`src/rtl/adc_seq_pkg.sv`:
```
package adc_seq_pkg;

    typedef enum logic [2:0] {
        PH_IDLE,
        PH_SAMPLE,
        PH_XFER,
        PH_DIRECT,
        PH_RESOLVE
    } phase_e;

    // Direct-charge length: 2 shifted by the select field, raised to a floor in bypass.
    function automatic int unsigned direct_len(logic [1:0] sel, logic byp, int unsigned byp_min);
        int unsigned n;
        n = 32'd2 << sel;
        if (byp && (n < byp_min)) n = byp_min;
        return n;
    endfunction

endpackage

```
`src/rtl/adc_phase_ctrl.sv`:
```
module adc_phase_ctrl
    import adc_seq_pkg::*;
#(
    parameter int unsigned INIT_CYC = 2,
    parameter int unsigned XFER_CYC = 4,
    parameter int unsigned RES_BITS = 10,
    parameter int unsigned BYP_MIN  = 4,
    parameter int unsigned CNT_W    = 5
) (
    input  logic             clk,
    input  logic             rst_n,
    input  logic             ce_i,
    input  logic             start_i,
    input  logic [1:0]       len_sel_i,
    input  logic             bypass_i,
    output phase_e           phase_o,
    output logic [CNT_W-1:0] step_o,
    output logic             res_step_o,
    output logic             res_last_o
);

    typedef struct packed {
        phase_e           ph;
        logic [CNT_W-1:0] cnt;
        logic [CNT_W-1:0] dlen;
    } ctrl_t;

    ctrl_t            s_d, s_q;
    logic [CNT_W-1:0] cur_len;
    logic             at_end;

    always_comb begin
        case (s_q.ph)
            PH_SAMPLE: cur_len = CNT_W'(INIT_CYC);
            PH_XFER:   cur_len = CNT_W'(XFER_CYC);
            PH_DIRECT: cur_len = s_q.dlen;
            default:   cur_len = CNT_W'(RES_BITS);
        endcase
        at_end = (s_q.cnt == cur_len - 1'b1);

        s_d = s_q;
        if (s_q.ph == PH_IDLE) begin
            if (start_i) begin
                s_d.cnt  = '0;
                s_d.dlen = CNT_W'(direct_len(len_sel_i, bypass_i, BYP_MIN));
                s_d.ph   = bypass_i ? PH_DIRECT : PH_SAMPLE;
            end
        end else if (ce_i) begin
            if (at_end) begin
                s_d.cnt = '0;
                case (s_q.ph)
                    PH_SAMPLE: s_d.ph = PH_XFER;
                    PH_XFER:   s_d.ph = PH_DIRECT;
                    PH_DIRECT: s_d.ph = PH_RESOLVE;
                    default:   s_d.ph = PH_IDLE;
                endcase
            end else begin
                s_d.cnt = s_q.cnt + 1'b1;
            end
        end
    end

    always_ff @(posedge clk or negedge rst_n) begin
        if (!rst_n) begin
            s_q <= '{ph: PH_IDLE, cnt: '0, dlen: '0};
        end else begin
            s_q <= s_d;
        end
    end

    assign phase_o    = s_q.ph;
    assign step_o     = s_q.cnt;
    assign res_step_o = (s_q.ph == PH_RESOLVE) && ce_i;
    assign res_last_o = res_step_o && at_end;

endmodule

```
`src/rtl/adc_sar_reg.sv`:
```
module adc_sar_reg #(
    parameter int unsigned RES_BITS = 10,
    parameter int unsigned CNT_W    = 5
) (
    input  logic                clk,
    input  logic                rst_n,
    input  logic                clear_i,
    input  logic                active_i,
    input  logic                step_i,
    input  logic                last_i,
    input  logic [CNT_W-1:0]    idx_i,
    input  logic                cmp_i,
    output logic [RES_BITS-1:0] trial_o,
    output logic [RES_BITS-1:0] result_o,
    output logic                done_o
);

    typedef struct packed {
        logic [RES_BITS-1:0] sar;
        logic [RES_BITS-1:0] res;
        logic                done;
    } sar_t;

    sar_t                s_d, s_q;
    logic [RES_BITS-1:0] probe;

    always_comb begin
        for (int b = 0; b < RES_BITS; b++) begin
            probe[b] = (idx_i == CNT_W'(RES_BITS - 1 - b));
        end
    end

    always_comb begin
        s_d      = s_q;
        s_d.done = last_i;
        if (clear_i) begin
            s_d.sar = '0;
        end else if (step_i) begin
            s_d.sar = (s_q.sar & ~probe) | (probe & {RES_BITS{cmp_i}});
        end
        if (last_i) s_d.res = s_d.sar;
    end

    always_ff @(posedge clk or negedge rst_n) begin
        if (!rst_n) begin
            s_q <= '{sar: '0, res: '0, done: 1'b0};
        end else begin
            s_q <= s_d;
        end
    end

    assign trial_o  = active_i ? (s_q.sar | probe) : s_q.sar;
    assign result_o = s_q.res;
    assign done_o   = s_q.done;

endmodule

```
`src/rtl/adc_phase_seq.sv`:
```
module adc_phase_seq
    import adc_seq_pkg::*;
#(
    parameter int unsigned RES_BITS = 10,
    parameter int unsigned INIT_CYC = 2,
    parameter int unsigned XFER_CYC = 4,
    parameter int unsigned BYP_MIN  = 4
) (
    input  logic                clk,
    input  logic                rst_n,
    input  logic                ce,
    input  logic                start,
    input  logic [1:0]          len_sel,
    input  logic                bypass,
    input  logic                cmp_hi,
    output logic [RES_BITS-1:0] trial_code,
    output logic                strb_sample,
    output logic                strb_xfer,
    output logic                strb_direct,
    output logic                strb_sar,
    output logic                busy,
    output logic                done,
    output logic [RES_BITS-1:0] result
);

    localparam int unsigned LEN_MAX = 16;
    localparam int unsigned M1      = (LEN_MAX > RES_BITS) ? LEN_MAX : RES_BITS;
    localparam int unsigned M2      = (M1 > INIT_CYC) ? M1 : INIT_CYC;
    localparam int unsigned M3      = (M2 > XFER_CYC) ? M2 : XFER_CYC;
    localparam int unsigned M4      = (M3 > BYP_MIN) ? M3 : BYP_MIN;
    localparam int unsigned CNT_W   = $clog2(M4 + 1);
    localparam int unsigned N_STRB  = 4;
    localparam phase_e STRB_PH [N_STRB] = '{PH_SAMPLE, PH_XFER, PH_DIRECT, PH_RESOLVE};

    phase_e             phase;
    logic [CNT_W-1:0]   step;
    logic               res_step, res_last, accept;
    logic [N_STRB-1:0]  strb;

    adc_phase_ctrl #(
        .INIT_CYC(INIT_CYC), .XFER_CYC(XFER_CYC), .RES_BITS(RES_BITS),
        .BYP_MIN(BYP_MIN), .CNT_W(CNT_W)
    ) ctrl_i (
        .clk(clk), .rst_n(rst_n), .ce_i(ce), .start_i(start),
        .len_sel_i(len_sel), .bypass_i(bypass), .phase_o(phase),
        .step_o(step), .res_step_o(res_step), .res_last_o(res_last)
    );

    assign busy   = (phase != PH_IDLE);
    assign accept = start && !busy;

    adc_sar_reg #(.RES_BITS(RES_BITS), .CNT_W(CNT_W)) sar_i (
        .clk(clk), .rst_n(rst_n), .clear_i(accept), .active_i(strb[3]),
        .step_i(res_step), .last_i(res_last), .idx_i(step), .cmp_i(cmp_hi),
        .trial_o(trial_code), .result_o(result), .done_o(done)
    );

    for (genvar g = 0; g < N_STRB; g++) begin : g_strb
        assign strb[g] = (phase == STRB_PH[g]);
    end

    assign strb_sample = strb[0];
    assign strb_xfer   = strb[1];
    assign strb_direct = strb[2];
    assign strb_sar    = strb[3];

endmodule

```
`config.mk`:
```
export PLATFORM = sky130hd
export DESIGN_NAME = adc_phase_seq
export DESIGN_NICKNAME = d
export VERILOG_FILES = /design/src/rtl/adc_seq_pkg.sv /design/src/rtl/adc_phase_ctrl.sv /design/src/rtl/adc_sar_reg.sv /design/src/rtl/adc_phase_seq.sv
export SDC_FILE = /design/constraint.sdc
export NUM_CORES = 1
export LEC_CHECK = 0
export ABC_AREA = 1
export BUFFER_PORTS_ARGS = -buffer_cell sky130_fd_sc_hd__buf_2
export CAP_MARGIN = 20
export CELL_PAD_IN_SITES_DETAIL_PLACEMENT = 2
export CELL_PAD_IN_SITES_GLOBAL_PLACEMENT = 2
export CORE_ASPECT_RATIO = 1.1
export CORE_MARGIN = 1.5
export CORE_UTILIZATION = 28
export CTS_CLUSTER_SIZE = 28
export DETAILED_ROUTE_END_ITERATION = 10
export PLACE_DENSITY = 0.73
export SLEW_MARGIN = 20
export SYNTH_ARGS = -nofsm -noshare
export SYNTH_HDL_FRONTEND = slang
export SYNTH_SLANG_ARGS = --single-unit
```
`constraint.sdc`:
```
create_clock -name clk -period 1.98 [get_ports clk]
set_input_delay 0.396 -clock clk [delete_from_list [all_inputs] [get_ports clk]]
set_output_delay 0.396 -clock clk [all_outputs]
set_load 0.02 [all_outputs]
```
Word level (Yosys, flattened, before mapping)

Cells that the tools add are included.

Bits in registers: 34
Bits of input ports: 8
Logic and storage cells: 55
Output and inout bits: 26

Bitwise logic cells: 5
Shift-type cells: 1
Add/sub/neg operators: 2
Eq/ne operators: 15
Magnitude comparators: 1
Reductions and logical operators: 13
Multiplexer cells: 12

Operators by type and width:

| kind                                                                          | count |
|---|---|
| 32-bit by 3-bit less-than comparator with 1-bit output, second input constant | 1 |
| 2-bit by 2-bit left shift with 32-bit output, first input constant            | 1 |
| 10-bit two-way mux                                                            | 3 |
| 10-bit AND                                                                    | 2 |
| 5-bit by 3-bit == test with 1-bit output, second input constant               | 4 |
| 10-bit OR                                                                     | 2 |
| 8-bit two-way mux                                                             | 2 |
| 5-bit one-hot mux with 3 select lines                                         | 1 |
| 13-bit two-way mux                                                            | 1 |
| 5-bit by 2-bit == test with 1-bit output, second input constant               | 2 |
| 5-bit by 4-bit == test with 1-bit output, second input constant               | 2 |
| 5-bit two-way mux                                                             | 2 |
| 10-bit inverter                                                               | 1 |
| 3-bit one-hot mux with 3 select lines                                         | 1 |
| 3-bit by 2-bit == test with 1-bit output, second input constant               | 2 |
| 5-bit by 1-bit adder with 5-bit output, second input constant                 | 1 |
| 5-bit by 1-bit == test with 1-bit output, second input constant               | 1 |
| 5-bit == test                                                                 | 1 |
| 5-bit zero test                                                               | 1 |
| 5-bit by 1-bit subtractor with 5-bit output, second input constant            | 1 |
| 1-bit logical AND                                                             | 4 |
| 2-bit AND reduction                                                           | 2 |
| 2-bit nonzero test                                                            | 2 |
| 3-bit by 1-bit == test with 1-bit output, second input constant               | 1 |
| other kinds (8)                                                               | 8 |

Longest topological paths before layout

Gate-level depths: netlist (run 1).

Depth in word-level cells: 7
Depth in mapped cells: 14
Gate-level depth less buffers: 14

By module

Synthesis (run 1) repeated with hierarchy kept, for this count alone.

Cells, all modules: 309
Area total of the unflattened synthesis: 2180.8 sq um

By module, submodules not included:

| module         | instances | cells each | area an instance (sq um) | sequential area each (sq um) |
|---|---|---|---|---|
| adc_sar_reg    | 1         | 164        | 1228.7                   | 525.5 |
| adc_phase_ctrl | 1         | 134        | 898.4                    | 300.3 |
| adc_phase_seq  | 1         | 11         | 53.8                     | 0.0 |

Worst setup path after synthesis (run 1)

No wires, ideal clock.

Path kind: register -> register
Start point: register ctrl_i.s_q (netlist bit ctrl_i.phase_o[2])
End point: register sar_i.s_q (netlist bit sar_i.result_o[0])
Slack: 0.075 ns
Data arrival time: 1.784 ns
Library setup time: 0.122 ns
Stages on the path, launching flop included: 14
Period minus slack after synthesis: 1.905 ns
Required time: 1.858 ns
Path buffers: 2
Cell sequence: dfrtp_1 -> buf_2 -> nor2_1 -> nand2_1 -> ha_1 -> nand2_1 -> nand2_1 -> nor2_1 -> nand3_1 -> nor2_2 -> nand3_2 -> buf_4 -> nand2_1 -> o21ai_1

Cells in the longest elaborated chain, start to end: 5
Elaborated cells on any way between the ends: 14
Classes of those cells: add/sub (1); eq/ne (5); mux (3); reduce/logical (5)

Ends and longest elaborated chain:

| element                                                                                              | RTL line             | source |
|---|---|---|
| start, declared                                                                                      | adc_phase_ctrl.sv:28 | `ctrl_t s_d, s_q;` |
| start signal, assigned                                                                               | adc_phase_ctrl.sv:65 | `s_q <= '{ph: PH_IDLE, cnt: '0, dlen: '0};` |
| 3-bit by 2-bit == test with 1-bit output or 3-bit by 1-bit == test with 1-bit output (tied branches) | adc_phase_ctrl.sv:33 | `case (s_q.ph)` |
| 5-bit one-hot mux with 3 select lines                                                                | adc_phase_ctrl.sv:33 |  |
| 5-bit by 1-bit subtractor with 5-bit output                                                          | adc_phase_ctrl.sv:39 | `at_end = (s_q.cnt == cur_len - 1'b1);` |
| 5-bit == test                                                                                        | adc_phase_ctrl.sv:39 |  |
| 1-bit logical AND                                                                                    | adc_phase_ctrl.sv:74 | `assign res_last_o = res_step_o && at_end;` |
| end signal, assigned                                                                                 | adc_sar_reg.sv:46    | `s_q <= '{sar: '0, res: '0, done: 1'b0};` |
| end, declared                                                                                        | adc_sar_reg.sv:24    | `sar_t s_d, s_q;` |

Parallel ways exist; a longest one is shown, timed or not.
A chain may end at the register's enable or synchronous reset.

Worst setup path after layout (run 1)

Start point: register ctrl_i.s_q (netlist bit ctrl_i.phase_o[0])
End point: register sar_i.s_q (netlist bit sar_i.result_o[8])

The elaborated chain is that of the path after synthesis.

==> results of run 1 <==
## sequential cells by signal (all words and copies together) (netlist names)
register        count
sar_i.result_o     10
sar_i.s_q          10
ctrl_i.step_o       5
ctrl_i.s_q          4
ctrl_i.phase_o      3
sar_i.done_o        1
## stage by stage
stage | hold slack (ns) | instances | setup WS [ns] | util, %
final | 0.1401 | 402 | -0.1256 | 43.31
after global routing | 0.1721 | 402 | -0.2129 | 43.31
after CTS | 0.1552 | 389 | -0.03334 | 36.67
after detailed placement | 0.4684 | 377 | -0.04516 | 33.73
after global placement | 0.4585 | 377 | 0.01980 | 33.73
after floorplan | 0.1004 | 263 | 0.07477 | -
## layer usage
metal	vias to the layer above	part of all wire (%)	GRT usage, %
met2	42	57	31.10
met3	15	2.6	3.535
met5	-	0	0
met4	0	2.5	6.073
met1	987	38	20.96
li1	937	-	-
## power by group through the flow
stage / Sequential, mW / Combinational, mW / Clock (mW)
global placement: 1.00 / 1.53 / 0
CTS: 1.01 / 1.79 / 0.502
detailed placement: 1.02 / 1.60 / 0
global route: 1.06 / 2.61 / 0.532
floorplan: 0.956 / 1.08 / 0
finish: 1.04 / 2.38 / 0.486
## critical path, cell delays in order (launching register included)
cell and delay (ns):
dfrtp_1 0.43, inv_2 0.07, nor2_4 0.12, inv_2 0.05, nand2_2 0.07, ha_4 0.20
nand2_2 0.07, nand2_2 0.07, nor2_4 0.11, nand3_2 0.12, nor2_4 0.19, nand3_4 0.16
clkbuf_16 0.21, nand2_2 0.06, o21ai_1 0.06
## timing repair
action,in CTS,in global routing
pin swaps,5,18
setup endpoints to repair,25,28
setup buffers,6,10
cloned,0,3
gates resized for setup,22,93
## cells in the mapped netlist (4+ instances only)
| cell type | count | share of area [%] |
|---|---|---|
| nand2_1 | 65 | 13 |
| nand3_1 | 25 | 6.5 |
| buf_4 | 11 | 4.3 |
| buf_2 | 4 | 1.0 |
| ha_1 | 5 | 3.2 |
| clkbuf_1 | 4 | 0.77 |
| inv_1 | 41 | 7.9 |
| nor2_1 | 17 | 3.3 |
| nand4_1 | 10 | 3.2 |
| o21ai_0 | 18 | 4.6 |
| o21ai_1 | 10 | 2.6 |
| nor2_2 | 4 | 1.3 |
| dfrtp_1 | 33 | 43 |
## area by class of cell
cell class / instances / area share, %
clock buffer: 5 / 2.395
sequential: 33 / 28.88
multi-input combinational: 169 / 39.90
clock inverter: 1 / 0.1742
timing repair buffer: 70 / 19.51
tap: 82 / 3.571
inverter: 42 / 5.575
## cells by family (layout without fill, tap and decap cells)
logic type | count (synthesis) | in the layout
XOR/XNOR | 4 | 4
flip-flops | 33 | 33
AND/OR/NAND/NOR | 128 | 128
adder cells (fa/ha/maj) | 5 | 5
AO/OA/AOI/OAI | 32 | 32
buffers and inverters | 61 | 118
## worst min path at each step
| stage | slack [ns] | to | from | cells past startpoint |
|---|---|---|---|---|
| after floorplan | 0.10 | ctrl_i.phase_o[0] | rst_n | 0 |
| after global placement | 0.46 | sar_i.result_o[5] | rst_n | 2 |
| after detailed placement | 0.47 | sar_i.s_q[16] | rst_n | 2 |
| after CTS | 0.16 | sar_i.s_q[16] | rst_n | 2 |
| after global routing | 0.17 | sar_i.s_q[12] | rst_n | 2 |
| final | 0.14 | sar_i.s_q[16] | rst_n | 2 |
==> impl_metrics.py, run 1 <==
metrics = {
    "layout": {
        "antenna_cells": 0,
        "multi_input_area_um2": 1146,
        "fin_nets": 334,
        "drive_above_1_share_pct": 47.19,
        "stdcell_area_um2": 2873,
        "final_common_cell": "inv_1",
        "area_growth_pct": 48.13,
        "seq_area_um2": 829.5,
        "nFillCells": 753,
        "layout_common_cells": "35 x inv_1, 32 x buf_4, 30 x nand2_1, 30 x dfrtp_1, 26 x nand2_2",
    },
    "power_and_ir_drop": {
        "leakage_nw": 1.461,
        "power_switching_mw": 1.844,
        "p_int_mw": 2.064,
        "p_sw_share_pct": 47.18,
        "combinationalPowerShare_pct": 61.0,
        "finalPower_mw": 3.908,
        "powerDensity_nw_per_um2": 1360,
        "clkPwrFrac_pct": 12.4,
        "peakVddDrop_mv": 0.5599,
        "power_frac_seq_pct": 26.6,
    },
    "critical_path": {
        "cp-startpoint": "ctrl_i.phase_o[0]",
        "arrival_ns": 2.28,
        "r2r-end": "sar_i.result_o[8]",
        "r2r_cells": 14,
        "end_kind": "flop",
        "crit_path_end": "sar_i.result_o[8]",
        "reg2reg_slack_ns": -0.13,
        "start_kind": "flop",
        "path_max_fanout": 5,
        "r2r-start": "ctrl_i.phase_o[0]",
        "worst-setup-path-type": "flop to flop",
        "crit_required_ns": 2.16,
    },
    "clocking": {
        "hold_buffers": 0,
        "cts.path.max_buffers": 2,
        "cts_buffers": 5,
        "tritoncts": "done",
        "clkSinkCount": 33,
        "root_buffer": "clkbuf_8",
        "clock_latency_ns": 0.29,
        "cts_max_level": 2,
        "clk_pin_slew_worst_paths_ns": 0.07,
    },
    "status": {
        "outcome": "complete, but fails checks",
        "violations": "setup timing",
    },
    "sta": {
        "drv_slew": 0,
        "finalCritPeriodShare_pct": 106.3,
        "finalSetupViolations": 23,
        "fin_skew_ns": 0.001938,
        "period_needed_ns": 2.106,
        "worst_slack_ns": -0.1256,
        "max_slew_margin_pct": 69.77,
        "rsz0062_at_grt": "true",
        "hold_viol": 0,
        "tns_ns": -1.246,
        "timing.fmax_ghz": 0.4749,
        "worst_pin_slew_ns": 0.4535,
    },
    "logic_synthesis": {
        "synth_compound_area_share_pct": 8.968,
        "synth_edf_count": 0,
        "ys_ff_latch": 33,
        "synth_flop_cell": "dfrtp_1",
        "syn_inst": 263,
        "synth_top_family_by_area": "simple AND/OR/NAND/NOR gates",
        "synth_area_per_cell_um2": 7.374,
        "yosysSeqAreaShare_pct": 42.58,
        "yosys.area_share.xor_xnor_pct": 1.806,
        "async_reset_ff_share_pct": 100.0,
        "synthSimpleGateAreaFrac_pct": 29.23,
        "ys_types": 25,
        "ys.warnings.count": 0,
        "syn-cell-area_um2": 1939,
        "syn-num-nets": 276,
        "synth_fa_ha_area_share_pct": 3.226,
        "synth.area.mux_share_pct": 0,
    },
    "floorplan": {
        "coreArea_um2": 6633,
        "fp.dieH_um": 90.29,
        "rows": 31,
        "die_area_um2": 7435,
        "die_w_um": 82.35,
        "initial_utilization_pct": 29.24,
        "io_pins": 34,
    },
    "place": {
        "gp_congestion": 0.8193,
        "place_area_um2": 2237,
        "hpwl_mm": 4.559,
        "io_buffers": 33,
    },
    "route": {
        "avgViaCountPerCell": 4.928,
        "post_drt_wl_per_cell_um": 18.36,
        "drt-total-wl_mm": 7.379,
        "dr.first_iter.drc_count": 58,
        "drtPass1Iterations": 4,
        "vias": 1981,
        "drc": 0,
        "ant_nets": 0,
    },
    "grt": {
        "grt_pass1_wl_mm": 10.06,
        "grt_pass1_vias": 2072,
        "grt_max_degree": 34,
        "overflow": 0,
        "antenna_found_initial": 0,
        "grt.total_usage_pct": 17.78,
    },
    "flow_run": {
        "maxCapViolations": 0,
    },
    "hold_path": {
        "hold_class": "input port to async pin",
    },
}
(Power assumes the default switching activity.)
==> inputs of run 2 (changes only) <==
--- a/config.mk
+++ b/config.mk
@@ -16,6 +16,7 @@
 export CTS_CLUSTER_SIZE = 28
 export DETAILED_ROUTE_END_ITERATION = 10
 export PLACE_DENSITY = 0.73
+export SETUP_SLACK_MARGIN = 0.3
 export SLEW_MARGIN = 20
 export SYNTH_ARGS = -nofsm -noshare
 export SYNTH_HDL_FRONTEND = slang
==> run 2 against run 1 <==
  * First-iteration DRC count is 17% lower
  * Global-route usage is 3.2 points higher
  * Highest routed layer unchanged
  * Sequential cell count stayed put
  * Final cell count up 3.2%
  * The flow still finishes with violations (setup timing)
==> impl_metrics.py, run 2 (synthesis results as in run 1) <==
metrics = {
    "critical_path": {
        "start_kind": "flop",
        "r2r_cells": 14,
        "r2r-start": "ctrl_i.phase_o[0]",
        "crit_required_ns": 2.15,
        "arrival_ns": 2.34,
        "path_max_fanout": 5,
        "r2r-end": "sar_i.result_o[7]",
        "reg2reg_slack_ns": -0.19,
        "end_kind": "flop",
        "worst-setup-path-type": "flop to flop",
    },
    "layout": {
        "fin_util_pct": 45.82,
        "final_common_cell": "buf_4",
        "nFillCells": 742,
        "multi_input_area_um2": 1149,
        "antenna_cells": 0,
        "instances_no_fill": 415,
        "seq_area_um2": 829.5,
        "drive_above_1_share_pct": 48.65,
        "area_growth_pct": 56.71,
        "stdcell_area_um2": 3039,
        "fin_nets": 346,
        "layout_common_cells": "37 x buf_4, 36 x nand2_1, 31 x inv_1",
    },
    "place": {
        "dp.cells": 379,
        "gp_congestion": 0.8220,
        "io_buffers": 33,
        "place_area_um2": 2265,
        "hpwl_mm": 4.409,
    },
    "power_and_ir_drop": {
        "finalPower_mw": 4.461,
        "leakage_nw": 1.541,
        "powerDensity_nw_per_um2": 1468,
        "combinationalPowerShare_pct": 64.8,
        "peakVddDrop_mv": 0.6626,
        "power_switching_mw": 2.043,
        "clkPwrFrac_pct": 12.1,
        "p_sw_share_pct": 45.79,
        "power_frac_seq_pct": 23.0,
        "p_int_mw": 2.418,
    },
    "sta": {
        "hold_viol": 0,
        "worst_pin_slew_ns": 0.8052,
        "max_slew_margin_pct": 46.32,
        "period_needed_ns": 2.168,
        "hold_slack_ns": 0.1880,
        "finalCritPeriodShare_pct": 109.5,
        "drv_slew": 0,
        "timing.fmax_ghz": 0.4612,
        "fin_skew_ns": 0.01341,
        "worst_slack_ns": -0.1885,
        "finalSetupViolations": 29,
        "rsz0062_at_grt": "true",
    },
    "route": {
        "m1WireLength_mm": 2.963,
        "drtPass1Iterations": 4,
        "dr.first_iter.drc_count": 48,
        "avgViaCountPerCell": 5.027,
        "vias": 2086,
        "dr_wl_met2_mm": 4.537,
        "drc": 0,
        "top_layer_used": "met4",
        "ant_nets": 0,
        "drt-total-wl_mm": 7.996,
        "met3_length_um": 250,
        "post_drt_wl_per_cell_um": 19.27,
    },
    "status": {
        "violations": "setup timing",
        "outcome": "complete, but fails checks",
    },
    "clocking": {
        "cts_buffers": 5,
        "cts.path.max_buffers": 2,
        "root_buffer": "clkbuf_8",
        "hold_buffers": 0,
        "clk_pin_slew_worst_paths_ns": 0.08,
        "tritoncts": "done",
        "clkSinkCount": 33,
        "cts_max_level": 2,
        "clock_latency_ns": 0.30,
    },
    "floorplan": {
        "die_w_um": 82.35,
        "io_pins": 34,
        "rows": 31,
        "fp.dieH_um": 90.29,
        "die_area_um2": 7435,
        "initial_utilization_pct": 29.24,
        "coreArea_um2": 6633,
    },
    "grt": {
        "antenna_found_initial": 0,
        "overflow": 0,
        "grt_pass1_vias": 2233,
        "grt_max_degree": 34,
        "grt_pass1_wl_mm": 11.57,
        "grt.total_usage_pct": 20.98,
    },
    "flow_run": {
        "maxCapViolations": 0,
    },
    "hold_path": {
        "hold_class": "input port to async pin",
    },
}
==> run 2: changes by cell type in the layout (fill, tap and decap cells not counted), moves of 2 or more <==
cell | before | now
buf_4 | 32 | 37
nand3_1 | 22 | 19
nand2_4 | 10 | 4
buf_2 | 23 | 18
nor3_4 | 0 | 2
nand2_1 | 30 | 36
o21ai_1 | 6 | 13
nand3_2 | 2 | 5
o21ai_2 | 6 | 3
nor3_1 | 2 | 0
inv_2 | 5 | 10
buf_6 | 12 | 23
inv_1 | 35 | 31
o21ai_0 | 16 | 12
==> run 2: power by group through the flow <==
stage / clock [mW] / combinational [mW] / sequential [mW]
2_1_floorplan: 0 / 1.11 / 0.961
3_3_place_gp: 0 / 1.60 / 1.02
3_5_place_dp: 0 / 1.67 / 1.03
4_1_cts: 0.546 / 2.48 / 1.02
5_1_grt: 0.588 / 3.12 / 1.05
6_report: 0.542 / 2.89 / 1.03
==> run 2: worst max path at each step <==
stage / start / to / slack [ns] / cells past startpoint
2_1_floorplan: ctrl_i.phase_o[2] / sar_i.result_o[0] / 0.20 / 13
3_3_place_gp: ctrl_i.phase_o[2] / ctrl_i.phase_o[2] / 0.04 / 13
3_5_place_dp: ctrl_i.phase_o[0] / ctrl_i.phase_o[2] / -0.05 / 14
4_1_cts: ctrl_i.phase_o[0] / sar_i.result_o[0] / -0.03 / 14
5_1_grt: ctrl_i.phase_o[0] / sar_i.result_o[7] / -0.31 / 14
6_report: ctrl_i.phase_o[0] / sar_i.result_o[7] / -0.19 / 14
==> run 2: final cells by class <==
cell class / count / share of cell area [%]
multi-input combinational: 169 / 37.79
sequential: 33 / 27.30
timing repair buffer: 82 / 23.51
inverter: 42 / 5.187
tap: 82 / 3.376
clock buffer: 7 / 2.841
==> run 2: metrics by stage <==
stage / setup TNS (ns) / setup WS (ns)
3_3_place_gp: 0 / 0.03625
6_report: -3.417 / -0.1885
4_1_cts: -0.2800 / -0.02639
5_1_grt: -5.923 / -0.3057
3_5_place_dp: -0.3470 / -0.05033
2_1_floorplan: 0 / 0.2002
==> run 2: what timing repair did <==
| item | in CTS | in global routing |
|---|---|---|
| gates cloned | 1 | 1 |
| pin swaps | 19 | 17 |
| setup buffers | 19 | 8 |
| resized for setup | 99 | 32 |
| setup endpoints to repair | 46 | 45 |
==> run 2: per-layer routing <==
metal | vias up | GRT usage (%)
met5 | - | 0
met4 | 0 | 7.062
met3 | 17 | 4.141
met2 | 44 | 38.62
met1 | 1058 | 23.02
li1 | 967 | -
==> run 2: worst max-delay path, cell delays in order, from the launching register on <==
cell	delay, ns
dfrtp_2	0.42
inv_2	0.07
nor2_4	0.14
buf_4	0.12
buf_4	0.09
buf_4	0.09
buf_4	0.09
nand3_1	0.12
nor2_1	0.17
nand2_1	0.13
nand2_4	0.15
nand3_4	0.15
clkbuf_16	0.20
nand2_1	0.05
o21ai_1	0.06
==> inputs of run 3 (changes only) <==
--- a/config.mk
+++ b/config.mk
@@ -6,16 +6,17 @@
 export NUM_CORES = 1
 export LEC_CHECK = 0
 export ABC_AREA = 1
-export BUFFER_PORTS_ARGS = -buffer_cell sky130_fd_sc_hd__buf_2
 export CAP_MARGIN = 20
 export CELL_PAD_IN_SITES_DETAIL_PLACEMENT = 2
 export CELL_PAD_IN_SITES_GLOBAL_PLACEMENT = 2
 export CORE_ASPECT_RATIO = 1.1
 export CORE_MARGIN = 1.5
-export CORE_UTILIZATION = 28
+export CORE_UTILIZATION = 32
 export CTS_CLUSTER_SIZE = 28
 export DETAILED_ROUTE_END_ITERATION = 10
+export DONT_BUFFER_PORTS = 1
 export PLACE_DENSITY = 0.73
+export REMOVE_ABC_BUFFERS = 1
 export SETUP_SLACK_MARGIN = 0.3
 export SLEW_MARGIN = 20
 export SYNTH_ARGS = -nofsm -noshare
==> run 3 against run 2 <==
  * Critical path type unchanged
  * The run still ends with setup timing left
  * Total power decreased by 11%
  * Maximum frequency is 0.99% higher
  * Critical path depth did not move
  * Sequential power up 4%
  * Cell area shrank 10%
  * Global-route usage decreased by 0.58 points
  * Hold slack gained 0.014 ns
  * First-iteration DRC count decreased by 25%
  * Largest power group unchanged
  * Clock power fell by 10%
  * Routed wire length shrank 6.6%
  * Clock skew shrank 0.0062 ns
  * Non-clock buffer count fell by 41
==> impl_metrics.py, run 3 (synthesis results as in run 1) <==
metrics = {
    "route": {
        "drc": 0,
        "vias": 1877,
        "dr.first_iter.drc_count": 36,
        "avgViaCountPerCell": 5.101,
        "ant_nets": 0,
        "post_drt_wl_per_cell_um": 20.29,
        "drt-total-wl_mm": 7.466,
        "drtPass1Iterations": 4,
    },
    "critical_path": {
        "r2r-start": "ctrl_i.phase_o[0]",
        "arrival_ns": 2.32,
        "worst-setup-path-type": "flop to flop",
        "start_kind": "flop",
        "end_kind": "flop",
        "r2r-end": "sar_i.result_o[1]",
        "reg2reg_slack_ns": -0.17,
        "r2r_cells": 14,
        "crit_required_ns": 2.15,
        "path_max_fanout": 21,
    },
    "place": {
        "gp_congestion": 0.8008,
        "hpwl_mm": 4.034,
        "io_buffers": 0,
        "place_worst_setup_slack_ns": -0.09055,
    },
    "clocking": {
        "clk_pin_slew_worst_paths_ns": 0.07,
        "root_buffer": "clkbuf_8",
        "clkSinkCount": 33,
        "cts_max_level": 2,
        "cts_buffers": 5,
        "cts.path.max_buffers": 2,
        "clock_latency_ns": 0.29,
        "tritoncts": "done",
    },
    "sta": {
        "fin_skew_ns": 0.007201,
        "timing.fmax_ghz": 0.4657,
        "period_needed_ns": 2.147,
        "hold_viol": 0,
        "worst_pin_slew_ns": 0.4245,
        "rsz0062_at_grt": "true",
        "worst_slack_ns": -0.1671,
        "drv_slew": 0,
        "hold_slack_ns": 0.2023,
        "finalSetupViolations": 21,
        "finalCritPeriodShare_pct": 108.4,
        "max_slew_margin_pct": 71.59,
    },
    "floorplan": {
        "fp.dieH_um": 84.65,
        "io_pins": 34,
        "rows": 29,
        "die_area_um2": 6537,
        "die_w_um": 77.23,
        "initial_utilization_pct": 33.41,
        "coreArea_um2": 5806,
    },
    "flow_run": {
        "maxCapViolations": 0,
    },
    "grt": {
        "overflow": 0,
        "grt_pass1_vias": 2012,
        "grt_pass1_wl_mm": 10.32,
        "antenna_found_initial": 0,
        "grt.total_usage_pct": 20.41,
        "grt_max_degree": 34,
    },
    "hold_path": {
        "hold_path_end": "ctrl_i.s_q[1]",
        "hold_class": "input port to flop",
        "whs_path_depth": 1,
        "worstHoldStart": "len_sel[0]",
    },
    "layout": {
        "final_common_cell": "inv_1",
        "drive_above_1_share_pct": 43.99,
        "layout_common_cells": "32 x inv_1, 30 x nand2_1, 29 x dfrtp_1",
        "fin_nets": 305,
        "antenna_cells": 0,
        "fin_util_pct": 47.07,
        "area_growth_pct": 40.90,
        "nFillCells": 655,
    },
    "status": {
        "outcome": "complete, but fails checks",
        "violations": "setup timing",
    },
    "power_and_ir_drop": {
        "leakage_nw": 1.346,
        "peakVddDrop_mv": 0.6040,
        "finalPower_mw": 3.978,
        "powerDensity_nw_per_um2": 1456,
    },
}
## run 3: cell types whose count changed in the layout (fill, tap and decap cells not counted), sizes merged
cell         before  now
dlygate4sd3       0    1
buf              81   40
clkbuf            8    5
clkinv            1    2
## run 3: cell type report
cell class                 count  area, um2  area share (%)
inverter                      42      162.7           5.952
clock buffer                   5      68.82           2.518
timing repair buffer          41      384.1           14.06
sequential                    33      830.8           30.40
multi-input combinational    169       1185           43.36
clock inverter                 1      5.005          0.1832
tap                           77      96.34           3.526
## run 3: power breakdown
part           total [mW]  internal, mW  switching, mW
Combinational        2.42         0.960           1.46
Sequential           1.07         0.867          0.207
Clock               0.486         0.232          0.255
Total                3.98          2.06           1.92
## run 3: worst max path at each step
stage | startpoint | to | slack, ns | depth (start not counted)
final | ctrl_i.phase_o[0] | sar_i.result_o[1] | -0.17 | 14
after global routing | ctrl_i.phase_o[0] | sar_i.result_o[0] | -0.30 | 14
after CTS | ctrl_i.phase_o[1] | sar_i.result_o[1] | 0.04 | 13
after detailed placement | ctrl_i.phase_o[2] | ctrl_i.phase_o[2] | -0.09 | 14
after global placement | ctrl_i.phase_o[2] | ctrl_i.phase_o[2] | -0.02 | 14
after floorplan | ctrl_i.phase_o[2] | sar_i.result_o[9] | -0.02 | 12
## run 3: what timing repair did
| item | CTS | global route |
|---|---|---|
| hold buffers | 2 | 0 |
| setup buffers | 8 | 11 |
| pin swaps | 14 | 19 |
| hold endpoints to repair | 33 | 0 |
| gates resized for setup | 60 | 65 |
| endpoints found under the setup margin | 41 | 44 |
## run 3: worst max-delay path, stage by stage (launching register included)
cell     delay [ns]
dfrtp_1        0.44
inv_2          0.08
nor2_4         0.10
inv_2          0.05
nand2_2        0.07
ha_4           0.22
nand2_2        0.08
nand2_1        0.06
nor2_1         0.13
nand3_1        0.13
nor2_2         0.21
nand3_2        0.13
buf_12         0.18
nand2_1        0.08
o21ai_2        0.06
## run 3: layer usage
layer  vias up  track usage, %  wire length, um
met5         -               0                0
met4         0           9.256              253
met3        17           3.587              223
met2        39           38.60             4113
met1       941           21.80             2876
li1        880               -                -
## run 3: per-stage QoR
stage / instance area (um2) / setup TNS [ns] / cells
3_3_place_gp: 2081 / -0.03344 / 341
3_5_place_dp: 2081 / -0.6973 / 341
4_1_cts: 2444 / 0 / 357
6_report: 2733 / -2.243 / 368
2_1_floorplan: 1822 / -0.1663 / 244
5_1_grt: 2733 / -5.374 / 368
